`src/rtl/rq_pkg.sv`:
```
package rq_pkg;
    typedef enum logic [0:0] {
        RQ_IDLE  = 1'b0,
        RQ_OFFER = 1'b1
    } rq_state_e;
endpackage

```
`src/rtl/rq_fifo.sv`:
```
module rq_fifo #(
    parameter int NUM_PORTS = 8,
    parameter int DEPTH     = 4,
    parameter int ID_W      = 3
) (
    input  logic                 clk,
    input  logic                 rst_n,
    input  logic                 push,
    input  logic [ID_W-1:0]      push_id,
    input  logic                 pop,
    output logic [ID_W-1:0]      head_id,
    output logic                 empty,
    output logic                 full,
    output logic [NUM_PORTS-1:0] member
);
    localparam int PTR_W = (DEPTH > 1) ? $clog2(DEPTH) : 1;
    localparam int CNT_W = $clog2(DEPTH + 1);

    logic [ID_W-1:0]      slot_q [DEPTH];
    logic [PTR_W-1:0]     rd_q, wr_q;
    logic [CNT_W-1:0]     cnt_q;
    logic [NUM_PORTS-1:0] member_q;

    function automatic logic [PTR_W-1:0] ptr_inc(input logic [PTR_W-1:0] p);
        return (p == PTR_W'(DEPTH - 1)) ? '0 : p + PTR_W'(1);
    endfunction

    always_ff @(posedge clk) begin
        if (!rst_n) begin
            for (int i = 0; i < DEPTH; i++) slot_q[i] <= '0;
            rd_q     <= '0;
            wr_q     <= '0;
            cnt_q    <= '0;
            member_q <= '0;
        end else begin
            if (push) begin
                slot_q[wr_q]      <= push_id;
                wr_q              <= ptr_inc(wr_q);
                member_q[push_id] <= 1'b1;
            end
            if (pop) begin
                rd_q                   <= ptr_inc(rd_q);
                member_q[slot_q[rd_q]] <= 1'b0;
            end
            unique case ({push, pop})
                2'b10:   cnt_q <= cnt_q + CNT_W'(1);
                2'b01:   cnt_q <= cnt_q - CNT_W'(1);
                default: cnt_q <= cnt_q;
            endcase
        end
    end

    assign head_id = slot_q[rd_q];
    assign empty   = (cnt_q == '0);
    assign full    = (cnt_q == CNT_W'(DEPTH));
    assign member  = member_q;
endmodule

```
`src/rtl/rq_onehot.sv`:
```
module rq_onehot #(
    parameter int N = 8,
    parameter int W = 3
) (
    input  logic         en,
    input  logic [W-1:0] idx,
    output logic [N-1:0] vec
);
    for (genvar g = 0; g < N; g++) begin : g_bit
        assign vec[g] = en && (idx == W'(g));
    end
endmodule

```
`src/rtl/retry_queue_arb.sv`:
```
module retry_queue_arb #(
    parameter int NUM_PORTS = 8,
    parameter int DEPTH     = 4
) (
    input  logic                                              clk,
    input  logic                                              rst_n,
    input  logic                                              send_valid,
    input  logic [((NUM_PORTS > 1) ? $clog2(NUM_PORTS) : 1)-1:0] send_port,
    input  logic                                              send_ok,
    input  logic                                              send_peer_done,
    input  logic                                              bus_free,
    output logic [NUM_PORTS-1:0]                              retry_gnt,
    output logic                                              retry_active,
    output logic [((NUM_PORTS > 1) ? $clog2(NUM_PORTS) : 1)-1:0] retry_port,
    output logic                                              warn_silent,
    output logic                                              err_foreign,
    output logic                                              overflow
);
    import rq_pkg::*;

    localparam int ID_W = (NUM_PORTS > 1) ? $clog2(NUM_PORTS) : 1;

    rq_state_e            state_q, state_d;
    logic [ID_W-1:0]      rport_q;
    logic                 load_head;
    logic                 push, pop;
    logic                 ovf_set, warn_set, err_set;
    logic [ID_W-1:0]      head_id;
    logic                 q_empty, q_full;
    logic [NUM_PORTS-1:0] q_member;
    logic                 own_send, refused, done_ok;
    logic                 offer_on;

    assign own_send = send_valid && (send_port == rport_q);
    assign refused  = send_valid && !send_ok && !send_peer_done;
    assign done_ok  = send_ok || send_peer_done;

    rq_fifo #(
        .NUM_PORTS (NUM_PORTS),
        .DEPTH     (DEPTH),
        .ID_W      (ID_W)
    ) u_fifo (
        .clk     (clk),
        .rst_n   (rst_n),
        .push    (push),
        .push_id (send_port),
        .pop     (pop),
        .head_id (head_id),
        .empty   (q_empty),
        .full    (q_full),
        .member  (q_member)
    );

    // Next-state and queue control
    always_comb begin
        state_d   = state_q;
        load_head = 1'b0;
        push      = 1'b0;
        pop       = 1'b0;
        ovf_set   = 1'b0;
        warn_set  = 1'b0;
        err_set   = 1'b0;
        unique case (state_q)
            RQ_IDLE: begin
                if (refused && !q_member[send_port]) begin
                    if (q_full) ovf_set = 1'b1;
                    else        push    = 1'b1;
                end
                if (bus_free && !q_empty) begin
                    state_d   = RQ_OFFER;
                    load_head = 1'b1;
                end
            end
            RQ_OFFER: begin
                state_d = RQ_IDLE;
                if (own_send) begin
                    pop = done_ok;
                end else begin
                    pop      = 1'b1;
                    warn_set = 1'b1;
                    err_set  = send_valid;
                end
            end
            default: state_d = RQ_IDLE;
        endcase
    end

    // State register and captured retrying port
    always_ff @(posedge clk) begin
        if (!rst_n) begin
            state_q <= RQ_IDLE;
            rport_q <= '0;
        end else begin
            state_q <= state_d;
            if (load_head) rport_q <= head_id;
        end
    end

    // Sticky status
    always_ff @(posedge clk) begin
        if (!rst_n) begin
            warn_silent <= 1'b0;
            err_foreign <= 1'b0;
            overflow    <= 1'b0;
        end else begin
            if (warn_set) warn_silent <= 1'b1;
            if (err_set)  err_foreign <= 1'b1;
            if (ovf_set)  overflow    <= 1'b1;
        end
    end

    // Outputs
    always_comb begin
        offer_on     = (state_q == RQ_OFFER);
        retry_active = offer_on;
        retry_port   = offer_on ? rport_q : '0;
    end

    rq_onehot #(
        .N (NUM_PORTS),
        .W (ID_W)
    ) u_gnt (
        .en  (offer_on),
        .idx (rport_q),
        .vec (retry_gnt)
    );
endmodule

```
`config.mk`:
```
export PLATFORM = sky130hd
export DESIGN_NAME = retry_queue_arb
export DESIGN_NICKNAME = d
export VERILOG_FILES = /design/src/rtl/rq_pkg.sv /design/src/rtl/rq_fifo.sv /design/src/rtl/rq_onehot.sv /design/src/rtl/retry_queue_arb.sv
export SDC_FILE = /design/constraint.sdc
export NUM_CORES = 1
export LEC_CHECK = 0
export ABC_AREA = 1
export CAP_MARGIN = 5
export CORE_UTILIZATION = 49
export CTS_CLUSTER_SIZE = 40
export DETAILED_ROUTE_END_ITERATION = 6
export PLACE_DENSITY = 0.86
export SLEW_MARGIN = 5
export SYNTH_ARGS = -nofsm -noshare
export SYNTH_HDL_FRONTEND = slang
export SYNTH_SLANG_ARGS = --single-unit
```
`constraint.sdc`:
```
create_clock -name clk -period 1.6 [get_ports clk]
set_input_delay 0.32 -clock clk [delete_from_list [all_inputs] [get_ports clk]]
set_output_delay 0.32 -clock clk [all_outputs]
set_load 0.01 [all_outputs]
```
# [Word level (Yosys, flattened, before mapping)]
# Memory sizes are Yosys's and may differ from the RTL's. A register that Yosys moved wholly into a read port is not among the register bits.
# Index checks and enable logic that the tools add are counted.
[word_totals] reg_bits=22 ram_bits=12 elab_cells=96 memories=1
[mem_list] memory="u_fifo.slot_q" depth=4 word_bits=3 read_ports=1 rd_ports_with_merged_regs=1 write_ports=4 line_no="rq_fifo.sv:19" rtl="logic [ID_W-1:0] slot_q [DEPTH];"
[classes] add_sub_neg=4 n_lt_le_gt_ge=4 eq_ne=13 mux=37 n_bitwise=4 n_reduce_logical=24
[op_table] op="two-way mux 8 bit" n=3
[op_table] op="two-way mux 1 bit" n=22
[op_table] op="== test 3 bit, second input constant" n=5
[op_table] op="logical AND 1 bit" n=15
[op_table] op="two-way mux 2 bit" n=5
[op_table] op="AND 8 bit" n=1
[op_table] op="< comparator 3 x 4 -> 1 bit, second input constant" n=2
[op_table] op="NOT 8 bit" n=1
[op_table] op="bitwise OR 8 bit" n=1
[op_table] op="demux 1 bit (select 3 bit)" n=2
[op_table] op="== test 2 bit, second input constant" n=3
[op_table] op="== test 3 x 2 -> 1 bit, second input constant" n=2
[op_table] op=">= comparator 3 x 1 -> 1 bit, second input constant" n=2
[op_table] op="logical NOT 3 bit" n=2
[op_table] op="two-way mux 3 bit" n=2
[op_table] op="case mux 3 bit (2 select lines)" n=1
[op_table] op="adder 2 x 1 -> 2 bit, second input constant" n=2
[op_table] op="logical NOT 1 bit" n=4
[op_table] op="adder 3 x 1 -> 3 bit, second input constant" n=1
[op_table] op="binary-select mux 1 bit (select 3 bit)" n=1
[op_table] op="== test 3 x 1 -> 1 bit, second input constant" n=1
[op_table] op="== test 3 bit" n=1
[op_table] op="OR reduction 3 bit" n=1
[op_table] op="subtractor 3 x 1 -> 3 bit, second input constant" n=1
[op_table] op="other kinds (5)" n=5

# [Logic depth before layout (Yosys ltp)]
[depth] depth_word=11 ltp_mapped=13

# [Cells and area by module]
# A second synthesis with hierarchy kept.
[hier_totals] cells_unflattened=254 area_unflattened_um2=1884.3
[by_module_without_submodules] module="rq_fifo" instances=1 cells_each=173 area_each_um2=1400.1 seq_area_each_um2=700.7
[by_module_without_submodules] module="retry_queue_arb" instances=1 cells_each=64 area_each_um2=420.4 seq_area_each_um2=140.1
[by_module_without_submodules] module="rq_onehot" instances=1 cells_each=17 area_each_um2=63.8 seq_area_each_um2=0.0

# [Worst setup path before layout]
# OpenSTA, ideal clock, no wires.
[synth_timing] kind="input to register" start="input port send_port[0] (netlist bit)" end="memory u_fifo.slot_q[1][0] (enable)" setup_ps=303 t_arrival_ps=1388 required_ps=1297 slack_ps=-90 path_stages=13 cell_sequence="buf_6 inv_4 buf_8 nand2_2 nand3_2 nand2_2 nor2_4 nand3_4 inv_4 nand2_4 nor2_8 nand2_4 nand2_1"
[synth_rtl] element="start, declared" line_no="retry_queue_arb.sv:8" rtl="input logic [((NUM_PORTS > 1) ? $clog2(NUM_PORTS) : 1)-1:0] send_port,"
[synth_rtl] element="end, declared" line_no="rq_fifo.sv:19"

==> impl_metrics.env <==
export IMPL_status="complete, but fails checks"
export IMPL_violations="setup timing"
export IMPL_drive_above_1_share_pct=29.7
export IMPL_worst_slew_pin_slew_ps=314
export IMPL_track_usage_pct=23.9
export IMPL_yosys_cell_count_top_type="nand2_1"
export IMPL_maxCapViolCount=0
export IMPL_reg2reg_slack_ps=20
export IMPL_hold_viol=0
export IMPL_path_cells="clkdlybuf4s15_1, buf_4, nand4_1, nand2_2, nor2_4, nand3_4, inv_4, nand2_4, nor2_8, nand2_4, nand2_4"
export IMPL_maxSlewViolCount=0
export IMPL_cts_buffers_inserted=5
export IMPL_routed_top_layer="met4"
export IMPL_p_leak_nw=1.22
export IMPL_irDropWorstVdd_mv=0.469
export IMPL_synth_ff_type="dfxtp_1"
export IMPL_routed_wl_um=4910
export IMPL_synth_top_cell_area_share_pct=25.0
export IMPL_max_stage_delay_ps=230
export IMPL_synth_edf_count=12
export IMPL_path_buf_inv=3
export IMPL_crit_cells=11
export IMPL_yosysSeqAreaShare_pct=43.7
export IMPL_yosysWarningCount=0
export IMPL_nFillCells=275
export IMPL_grt_pass1_wl_um=7570
export IMPL_grt_ovfl_total=0
export IMPL_syn_avg_cell_area_sq_um=7.79
export IMPL_clock_latency_ps=290
export IMPL_synth_area_sq_um=1920
export IMPL_met1_length_um=1860
export IMPL_power_total_mw=2.13
export IMPL_drtIter0Drc=99
export IMPL_cts_hold_buf=0
export IMPL_timing_critical_path_mode_cell="nand2_4"
export IMPL_cts_root_buf="clkbuf_8"
export IMPL_finalSetupViolCount=5
export IMPL_gp_congestion=0.829
export IMPL_startpoint="send_port[1]"
export IMPL_crit_fanout=4
export IMPL_endpoint_kind="register"
export IMPL_port_buffers=23
export IMPL_synthArstFlopShare_pct=0
export IMPL_hp_class="register to register"
export IMPL_drtPass1Iterations=4
export IMPL_final_antenna_net_count=0
export IMPL_core_region_area_sq_um=3720
export IMPL_cp_top_family="simple AND/OR/NAND/NOR gates"
export IMPL_wl_met3_um=259
export IMPL_yosys_area_top_type="dfxtp_1"
export IMPL_num_vias=1901
export IMPL_cp_start_kind="input pin"
export IMPL_pwr_density_cell_nw_per_um2=811
export IMPL_place_ws_ps=-601
export IMPL_clock_fmax_mhz=617
export IMPL_syn_inst=247
export IMPL_final_nets=321
export IMPL_place_hpwl_um=3410
export IMPL_ys_ff_latch=36
export IMPL_antenna_found_initial=0
export IMPL_die_area_sq_um=4180
export IMPL_cts_buffer_depth=2
export IMPL_drc_errors=0
export IMPL_r2r_end="u_fifo.cnt_q[2]"
export IMPL_min_period_ps=1620
export IMPL_setup_tns_ps=-85.1
export IMPL_skew_ps=6.11
export IMPL_syn2layout_area_growth_pct=36.7
export IMPL_cp_slowest_cell="clkdlybuf4s15_1"
export IMPL_synthDistinctLibCells=34
export IMPL_cts_tree="done"
export IMPL_row_count=22
export IMPL_initial_core_util_pct=51.8
export IMPL_arrival_ps=1630
export IMPL_synth_common_cells="40 x nand2_1, 36 x inv_1, 34 x nor2_1"
export IMPL_r2r_start="rport_q[1]"
export IMPL_crit_required_ps=1600
export IMPL_crit_end="u_fifo.slot_q[0][0]"
export IMPL_grt_pass1_vias=1812
export IMPL_cts_sinks=36
export IMPL_n_antenna_cell=0
export IMPL_via_per_inst=5.31
export IMPL_worstSetupPathType="input pin to register"
export IMPL_fin_ws_ps=-21.7
export IMPL_grt_max_degree=12
export IMPL_syn_nets=259
export IMPL_die_h_um=64.7
export IMPL_clkTransAtPathRegs_ps=70
export IMPL_rsz0062_at_grt="true"
export IMPL_htree_levels=2
export IMPL_min_period_over_period_pct=101
export IMPL_wl_per_cell_um=13.7
export IMPL_ys_top_cells_by_area="dfxtp_1 25%, edfxtp_1 19%, nand2_1 7.8%"
export IMPL_wl_met2_um=2650
export IMPL_ios=24
export IMPL_die_x_um=64.7
export IMPL_r2r_cells=10
export IMPL_maxSlewHeadroom_pct=79.1
[worst reg2reg max path, delay by kind of cell, from the launching register on]
kind	cells	cell delay [ps]
buf+inv	1	50
fa+ha+maj	1	360
flops	1	370
compound gates	2	240
simple gates	6	470
[cell usage in the layout, fill, tap and decap left out, drive strengths merged, types with 8 or more instances in the layout]
master and count:
inv 39, clkbuf 8, nand4 13, a21oi 10, buf 40, nand2 46, dfxtp 24, o21ai 18
nor2 39, dlygate4sd2 9, nand3 22, clkdlybuf4s15 8, edfxtp 12
[through the flow]
stage / instance area (sq um) / hold WS, ps / util (%) / std cells
floorplan: 1950 / 456 / - / 247
global placement: 2380 / 441 / 64.1 / 338
detailed placement: 2380 / 448 / 64.1 / 338
CTS: 2540 / 458 / 68.5 / 352
global route: 2630 / 487 / 70.8 / 358
finish: 2630 / 458 / 70.8 / 358
[cell families (layout without fill, tap and decap cells)]
family	count (synthesis)	after routing	share of synthesized area, %
simple gates	124	124	32.2
flops	36	36	43.7
compound gates	35	35	10.0
xor+xnor	1	1	0.455
fa+ha+maj	3	3	2.34
buf+inv	48	111	11.2
[timing repair]
| item | CTS | global route |
|---|---|---|
| setup buffers | 6 | 6 |
| pin swaps | 11 | 15 |
| endpoints found under the setup margin | 53 | 21 |
| resized for setup | 38 | 20 |
| gates cloned | 0 | 0 |
[final cells by class]
type / instances / area, sq um / area share (%)
flip-flops and latches: 36 / 848 / 32.2
clock buffers: 7 / 76.3 / 2.90
inverters: 40 / 161 / 6.13
well taps: 48 / 60.1 / 2.28
repair buffers: 63 / 541 / 20.5
clock inverters: 1 / 5.00 / 0.190
multi-input cells: 163 / 940 / 35.7
[registers in the layout, indices dropped and copies added, names as in the netlist, named ones only]
signal and cells:
u_fifo.slot_q 12, u_fifo.member 8, overflow 1, err_foreign 1, rport_q 3, u_fifo.wr_q 2, u_fifo.rd_q 2, u_fifo.cnt_q 3
warn_silent 1, retry_active 1
[power by group]
part           internal [mW]  total, mW  switching [mW]
clock network          0.305      0.614           0.308
logic                  0.206      0.480           0.274
registers              0.996       1.04          0.0441
total                   1.51       2.13           0.626
[routing by layer]
metal  track usage [%]  up-vias
met5                 0        -
met4              10.0        0
met3              5.11       16
met2              45.4       77
met1              25.2      882
li1                  -      926
[worst min-delay path by stage]
stage | start | to | slack (ps) | cells after the start
4_1_cts | warn_silent | warn_silent | 460 | 2
3_5_place_dp | warn_silent | warn_silent | 450 | 2
3_3_place_gp | warn_silent | warn_silent | 440 | 2
6_report | warn_silent | warn_silent | 460 | 2
2_1_floorplan | u_fifo.cnt_q[0] | u_fifo.cnt_q[0] | 460 | 1
5_1_grt | warn_silent | warn_silent | 490 | 2
Note: power is estimated with default switching activity, not from simulation.
